**src/rtl/sbs_pkg.sv**
```systemverilog
package sbs_pkg;

  localparam int BURST_W = 2;

  typedef enum logic [1:0] {
    CYC_IDLE  = 2'd0,
    CYC_READ  = 2'd1,
    CYC_WRITE = 2'd2
  } cyc_kind_e;

  // Low address bits for beat idx of a burst started at start
  function automatic logic [BURST_W-1:0] beat_addr(
    input logic [BURST_W-1:0] start,
    input logic [BURST_W-1:0] idx,
    input logic               linear
  );
    if (linear) beat_addr = start + idx;
    else        beat_addr = start ^ idx;
  endfunction

endpackage

```
**src/rtl/sbs_burst_seq.sv**
```systemverilog
module sbs_burst_seq
  import sbs_pkg::*;
(
  input  logic               clk,
  input  logic               rst_n,
  input  logic               load,
  input  logic               step,
  input  logic               linear,
  input  logic [BURST_W-1:0] start,
  output logic [BURST_W-1:0] low_addr
);

  logic [BURST_W-1:0] start_q, start_d;
  logic [BURST_W-1:0] beat_q, beat_d;
  logic [BURST_W-1:0] beat_inc;

  assign beat_inc = beat_q + 1'b1;

  always_comb begin
    start_d = start_q;
    beat_d  = beat_q;
    if (load) begin
      start_d = start;
      beat_d  = '0;
    end else if (step) begin
      beat_d  = beat_inc;
    end
  end

  always_comb begin
    if (load)      low_addr = start;
    else if (step) low_addr = beat_addr(start_q, beat_inc, linear);
    else           low_addr = beat_addr(start_q, beat_q, linear);
  end

  always_ff @(posedge clk or negedge rst_n) begin
    if (!rst_n) begin
      start_q <= '0;
      beat_q  <= '0;
    end else begin
      start_q <= start_d;
      beat_q  <= beat_d;
    end
  end

endmodule

```
**src/rtl/sbs_ctrl.sv**
```systemverilog
module sbs_ctrl
  import sbs_pkg::*;
#(
  parameter int LANES = 4
) (
  input  logic             clk,
  input  logic             rst_n,
  input  logic             proc_strb_n,
  input  logic             ctrl_strb_n,
  input  logic             en_a_n,
  input  logic             en_b,
  input  logic             en_c_n,
  input  logic             step_n,
  input  logic             wr_all_n,
  input  logic             wr_lane_n,
  input  logic [LANES-1:0] lane_sel_n,
  output logic             load,
  output logic             step,
  output logic             access,
  output logic [LANES-1:0] wr_lanes,
  output logic             rd_en,
  output logic             drive_ok
);

  logic      proc_take, ctrl_take, enables_ok;
  logic      sel_q, sel_d;
  logic      act_q;
  logic      rd_q, rd_d;
  logic      fresh_q, fresh_d;
  logic      wr_req;
  logic [LANES-1:0] lane_req;
  cyc_kind_e kind;

  // strobe decode: processor strobe needs select-a low and wins ties
  assign proc_take  = !proc_strb_n && !en_a_n;
  assign ctrl_take  = !ctrl_strb_n && !proc_take;
  assign load       = proc_take || ctrl_take;
  assign enables_ok = !en_a_n && en_b && !en_c_n;

  assign access = load ? enables_ok : sel_q;
  assign sel_d  = access;
  assign step   = !load && sel_q && !step_n;

  // write lane request
  always_comb begin
    if (!wr_all_n)       lane_req = '1;
    else if (!wr_lane_n) lane_req = ~lane_sel_n;
    else                 lane_req = '0;
  end
  assign wr_req = !wr_all_n || !wr_lane_n;

  always_comb begin
    if (!access)                 kind = CYC_IDLE;
    else if (wr_req && !proc_take) kind = CYC_WRITE;
    else                         kind = CYC_READ;
  end

  assign wr_lanes = (kind == CYC_WRITE) ? lane_req : '0;
  assign rd_en    = (kind == CYC_READ);
  assign rd_d     = rd_en;
  assign fresh_d  = access && !act_q;
  assign drive_ok = rd_q && !fresh_q;

  always_ff @(posedge clk or negedge rst_n) begin
    if (!rst_n) begin
      sel_q   <= 1'b0;
      act_q   <= 1'b0;
      rd_q    <= 1'b0;
      fresh_q <= 1'b0;
    end else begin
      sel_q   <= sel_d;
      act_q   <= access;
      rd_q    <= rd_d;
      fresh_q <= fresh_d;
    end
  end

endmodule

```
**src/rtl/sbs_array.sv**
```systemverilog
module sbs_array #(
  parameter int DEPTH  = 64,
  parameter int LANES  = 4,
  parameter int LANE_W = 9
) (
  input  logic                    clk,
  input  logic [$clog2(DEPTH)-1:0] addr,
  input  logic [LANES-1:0]        wr_lanes,
  input  logic                    rd_en,
  input  logic [LANES*LANE_W-1:0] wdata,
  output logic [LANES*LANE_W-1:0] rdata
);

  localparam int DATA_W = LANES * LANE_W;

  logic [DATA_W-1:0] mem [DEPTH];
  logic [DATA_W-1:0] rdata_q;

  for (genvar g = 0; g < LANES; g++) begin : g_lane
    always_ff @(posedge clk) begin
      if (wr_lanes[g]) begin
        mem[addr][g*LANE_W +: LANE_W] <= wdata[g*LANE_W +: LANE_W];
      end
    end
  end

  always_ff @(posedge clk) begin
    if (rd_en) begin
      rdata_q <= mem[addr];
    end
  end

  assign rdata = rdata_q;

endmodule

```
**src/rtl/sbs_top.sv**
```systemverilog
module sbs_top
  import sbs_pkg::*;
#(
  parameter int ADDR_W = 6,
  parameter int LANES  = 4,
  parameter int LANE_W = 9
) (
  input  logic                    clk,
  input  logic                    rst_n,
  input  logic [ADDR_W-1:0]       addr_i,
  input  logic                    proc_strb_n,
  input  logic                    ctrl_strb_n,
  input  logic                    en_a_n,
  input  logic                    en_b,
  input  logic                    en_c_n,
  input  logic                    step_n,
  input  logic                    wr_all_n,
  input  logic                    wr_lane_n,
  input  logic [LANES-1:0]        lane_sel_n,
  input  logic                    out_en_n,
  input  logic                    linear_order,
  input  logic [LANES*LANE_W-1:0] wdata,
  output logic [LANES*LANE_W-1:0] rdata,
  output logic                    rdata_drive
);

  localparam int DEPTH  = 1 << ADDR_W;
  localparam int HIGH_W = ADDR_W - BURST_W;

  logic               load, step, access, rd_en, drive_ok;
  logic [LANES-1:0]   wr_lanes;
  logic [BURST_W-1:0] low_addr;
  logic [HIGH_W-1:0]  high_q, high_d;
  logic [ADDR_W-1:0]  eff_addr;

  sbs_ctrl #(.LANES(LANES)) u_ctrl (
    .clk        (clk),
    .rst_n      (rst_n),
    .proc_strb_n(proc_strb_n),
    .ctrl_strb_n(ctrl_strb_n),
    .en_a_n     (en_a_n),
    .en_b       (en_b),
    .en_c_n     (en_c_n),
    .step_n     (step_n),
    .wr_all_n   (wr_all_n),
    .wr_lane_n  (wr_lane_n),
    .lane_sel_n (lane_sel_n),
    .load       (load),
    .step       (step),
    .access     (access),
    .wr_lanes   (wr_lanes),
    .rd_en      (rd_en),
    .drive_ok   (drive_ok)
  );

  sbs_burst_seq u_seq (
    .clk     (clk),
    .rst_n   (rst_n),
    .load    (load),
    .step    (step),
    .linear  (linear_order),
    .start   (addr_i[BURST_W-1:0]),
    .low_addr(low_addr)
  );

  always_comb begin
    high_d = high_q;
    if (load) high_d = addr_i[ADDR_W-1:BURST_W];
  end

  always_ff @(posedge clk or negedge rst_n) begin
    if (!rst_n) high_q <= '0;
    else        high_q <= high_d;
  end

  assign eff_addr = {high_d, low_addr};

  sbs_array #(.DEPTH(DEPTH), .LANES(LANES), .LANE_W(LANE_W)) u_arr (
    .clk     (clk),
    .addr    (eff_addr),
    .wr_lanes(wr_lanes),
    .rd_en   (rd_en),
    .wdata   (wdata),
    .rdata   (rdata)
  );

  assign rdata_drive = drive_ok && !out_en_n;

endmodule

```
**config.mk**
```make
export PLATFORM = sky130hd
export DESIGN_NAME = sbs_top
export DESIGN_NICKNAME = d
export VERILOG_FILES = /design/src/rtl/sbs_pkg.sv /design/src/rtl/sbs_burst_seq.sv /design/src/rtl/sbs_ctrl.sv /design/src/rtl/sbs_array.sv /design/src/rtl/sbs_top.sv
export SDC_FILE = /design/constraint.sdc
export NUM_CORES = 2
export LEC_CHECK = 0
export BUFFER_PORTS_ARGS = -buffer_cell sky130_fd_sc_hd__buf_2
export CAP_MARGIN = 20
export CORE_AREA = 4 4 403 405
export CTS_CLUSTER_SIZE = 20
export DETAILED_ROUTE_END_ITERATION = 8
export DIE_AREA = 0 0 407 409
export PLACE_DENSITY = 0.74
export SLEW_MARGIN = 20
export SYNTH_ARGS = -nofsm -noshare
export SYNTH_HDL_FRONTEND = slang
export SYNTH_SLANG_ARGS = --single-unit
```
**constraint.sdc**
```tcl
create_clock -name clk -period 4 [get_ports clk]
set_clock_uncertainty 0.2 [all_clocks]
set_input_delay 0.4 -clock clk [delete_from_list [all_inputs] [get_ports clk]]
set_output_delay 0.4 -clock clk [all_outputs]
set_load 0.02 [all_outputs]
```
==> metrics.md <==
| Metric | Value |
|---|---|
| Avg Cell Area, Syn | 17.04 sq um |
| Area delta synth->final | 16.46% |
| Synthesized area | 0.09170 sq mm |
| Nature of the critical path startpoint | flip-flop |
| Largest net degree at the start of global routing | 65 |
| Power share of the sequential group | 51.6% |
| Synth Register Bits | 2,351 |
| CTS tree | done |
| CTS HTree Levels | 4 |
| Fin. Hold Viols | 0 |
| R2r setup slk | 120 ps |
| Post-synthesis sequential area ratio | 76.93% |
| Post-synth EDFFs | 2,340 |
| Period utilization | 97.01% |
| Final nets | 6,116 |
| Slew Viols, Final | 0 |
| Peak supply drop | 0.0004863 V |
| Pleak | 0.03838 uW |
| Final Setup Violations | 0 |
| DR vias/cell | 6.385 |
| DP HPWL | 148,200 microns |
| Die Y | 409 microns |
| Post-route ant nets | 0 |
| Placed insts | 7,858 |
| 1st-iter DRT viols | 7,668 |
| Fillcell total | 10,070 |
| Worst min path class | in -> reg |
| Setup TNS | 0 ps |
| Die X-Extent | 407 microns |
| Ys async rst share | 0.4679% |
| Final Util | 67.43% |
| Final wirelength | 237,600 microns |
| Worst EP arrival | 4280 ps |
| Clock power frac | 39.6% |
| Core area | 0.1584 sq mm |
| I/O Pins | 95 |
| Max frequency | 257.7 MHz |
| Combinational power share | 8.9% |
| CTS root buf | clkbuf_16 |
| Share of cells above drive strength 1 | 18.20% |
| PD cells | 493.4 mW/mm^2 |
| Unique cell type count in the Yosys netlist | 69 |
| Max Cap Viol | 0 |
| CP required | 4400 ps |
| Initial antenna violation count | 6 |
| Final Critical Period | 3880 ps |
| Fin cells | 8,322 |
| WS Path Type | reg -> reg |
| Total routing usage reported by global routing | 28.28% |
| First-pass GRT wire length | 346,700 microns |
| Routability Congestion | 0.9129 |
| Number of remaining DRC errors | 0 |
| Wire per inst | 28.55 microns |
| Synth Warn # | 0 |
| Port Buffer Count | 94 |
| Later-pin clock latency in the skew report | 850 ps |
| Main synth FF type | edfxtp_1 |
| CTS sink count | 2,351 |
| Global route total overflow | 0 |
| Reg clk slew, reported paths | 70 ps |
| Hold_ws | 32.43 ps |
| Switch share | 22.73% |
| Crit. End Element | flip-flop |
| Initial core utilization | 57.90% |
| Via count | 53,140 |
| Vias in the first global route | 52,290 |
| Max-slew headroom | 32.73% |
| Clock Path Buffers | 3 |
| Site Rows | 146 |
| Critical Path Fanout Max | 24 |
| Outcome | completed |
| Die area | 0.1665 sq mm |
| Drt pass-1 iters | 6 |
| Mapped Cells | 5,381 |
| Syn Nets | 5,441 |
| Worst-margin pin slew | 1009 ps |
| CTS Buf Count | 224 |
| Switch Pwr | 11,980 uW |
| P_int | 40,720 uW |
==> layout by cell type (no fill, tap or decap), types with 7 or more instances in the layout <==
cell type	synthesis	routed
clkinv_1	1	41
mux2i_1	1057	1055
clkinv_2	0	40
o21ai_1	3	15
a221o_1	7	7
mux4_2	9	9
o22ai_1	504	504
inv_1	10	10
buf_2	208	86
nor3_1	31	27
buf_4	12	577
or2_2	15	15
nor2_1	274	273
nand3_1	23	23
clkbuf_1	94	50
clkinvlp_4	0	15
nand2b_1	8	8
nand4_1	67	67
a211oi_1	9	8
clkbuf_16	0	229
dfrtp_1	11	11
edfxtp_1	2340	2340
a21oi_1	73	73
dlygate4sd3_1	0	41
or2_1	15	15
buf_12	0	75
and3_1	11	11
bufinv_16	0	20
o21ai_0	263	247
nand2_1	203	197
==> flip-flops by register name (all words and copies together), names as in the netlist <==
register,cells
high_q,4
u_ctrl.rd_q,1
u_arr.rdata,36
u_seq.beat_q,2
u_seq.start_q,2
u_ctrl.sel_q,1
u_ctrl.fresh_q,1
u_arr.mem,2304
==> path summary, 6_finish.rpt <==
check | startpoint | depth (start not counted) | to
setup / recovery | u_seq.beat_q[0] | 13 | u_arr.rdata[33]
hold / removal | wdata[6] | 1 | u_arr.mem[50][6]
setup reg to reg | u_seq.beat_q[0] | 13 | u_arr.rdata[33]
hold reg to reg | u_ctrl.sel_q | 1 | u_ctrl.fresh_q
max in group asynchronous | rst_n | 3 | u_seq.beat_q[1]
min in group asynchronous | rst_n | 3 | high_q[3]
==> cell type report <==
class	instances	area, sq um	share of cell area, %
diodes	4	10.01	0.009373
clock inverters	134	1286	1.204
well taps	2072	2592	2.427
clock buffers	282	5959	5.580
flip-flops and latches	2351	70540	66.05
multi-input cells	2687	19670	18.42
repair buffers	781	6696	6.270
inverters	11	41.29	0.03866
==> critical path, cell delays in order (launching register included) <==
cell and delay, ps:
dfrtp_1 420, inv_1 80, ha_1 210, a21bo_2 230
a21oi_2 220, o211ai_2 260, o21ai_4 270, buf_4 240
buf_4 350, o22ai_1 150, o21ai_0 290, buf_4 180
nand4_1 170, or2_2 340
==> cells in the mapped netlist (16+ instances only) <==
library cell,count,area (sq um)
edfxtp_1,2340,70270
o21ai_0,263,1316
nor3_1,31,155.2
nor2_1,274,1028
buf_1,16,60.06
nand2_1,203,762.0
nand4_1,67,419.2
nand3_1,23,115.1
buf_2,208,1041
mux2i_1,1057,10580
clkbuf_1,94,352.8
a21oi_1,73,365.4
o22ai_1,504,3153
==> power by group through the flow <==
stage	sequential (uW)	combinational [uW]	clock (uW)
floorplan	27700	2490	0
finish	27200	4670	20800
global placement	27700	4440	0
detailed placement	27700	4530	0
CTS	27200	4590	21000
global route	27200	4860	22100
==> metrics by stage <==
| step | area, sq um | total power [uW] | setup slack, ps |
|---|---|---|---|
| 2_1_floorplan | 91700 | 30200 | 378.0 |
| 3_3_place_gp | 99030 | 32150 | -161.6 |
| 3_5_place_dp | 99030 | 32240 | -182.4 |
| 4_1_cts | 106600 | 52810 | 13.65 |
| 5_1_grt | 106800 | 54150 | -4.029 |
| 6_report | 106800 | 52700 | 119.6 |
==> metal layers <==
metal	wire length (microns)	vias up	GRT usage, %
met5	22	-	0
met4	10160	4	11.21
met3	24250	559	5.369
met2	112300	3157	44.57
met1	90890	26640	39.42
li1	-	22770	-
==> cells by family (layout without fill, tap and decap cells) <==
kind of cell	after synthesis	after routing	share of synthesized area (%)
flops	2351	2351	76.93
mux	1071	1071	11.82
compound gates	940	940	6.216
simple gates	671	671	3.221
buf+inv	343	1208	1.753
xor+xnor	3	3	0.03685
fa+ha+maj	2	2	0.02728
other cells	0	4	0
==> timing repair <==
action                     CTS  global route
hold buffers                33             8
pin swaps                    1             4
hold endpoints to repair   512           497
setup endpoints to repair    3            21
resized for setup            4            19
buffers inserted             0             3
cloned                       0             0
(Power assumes the default switching activity.)
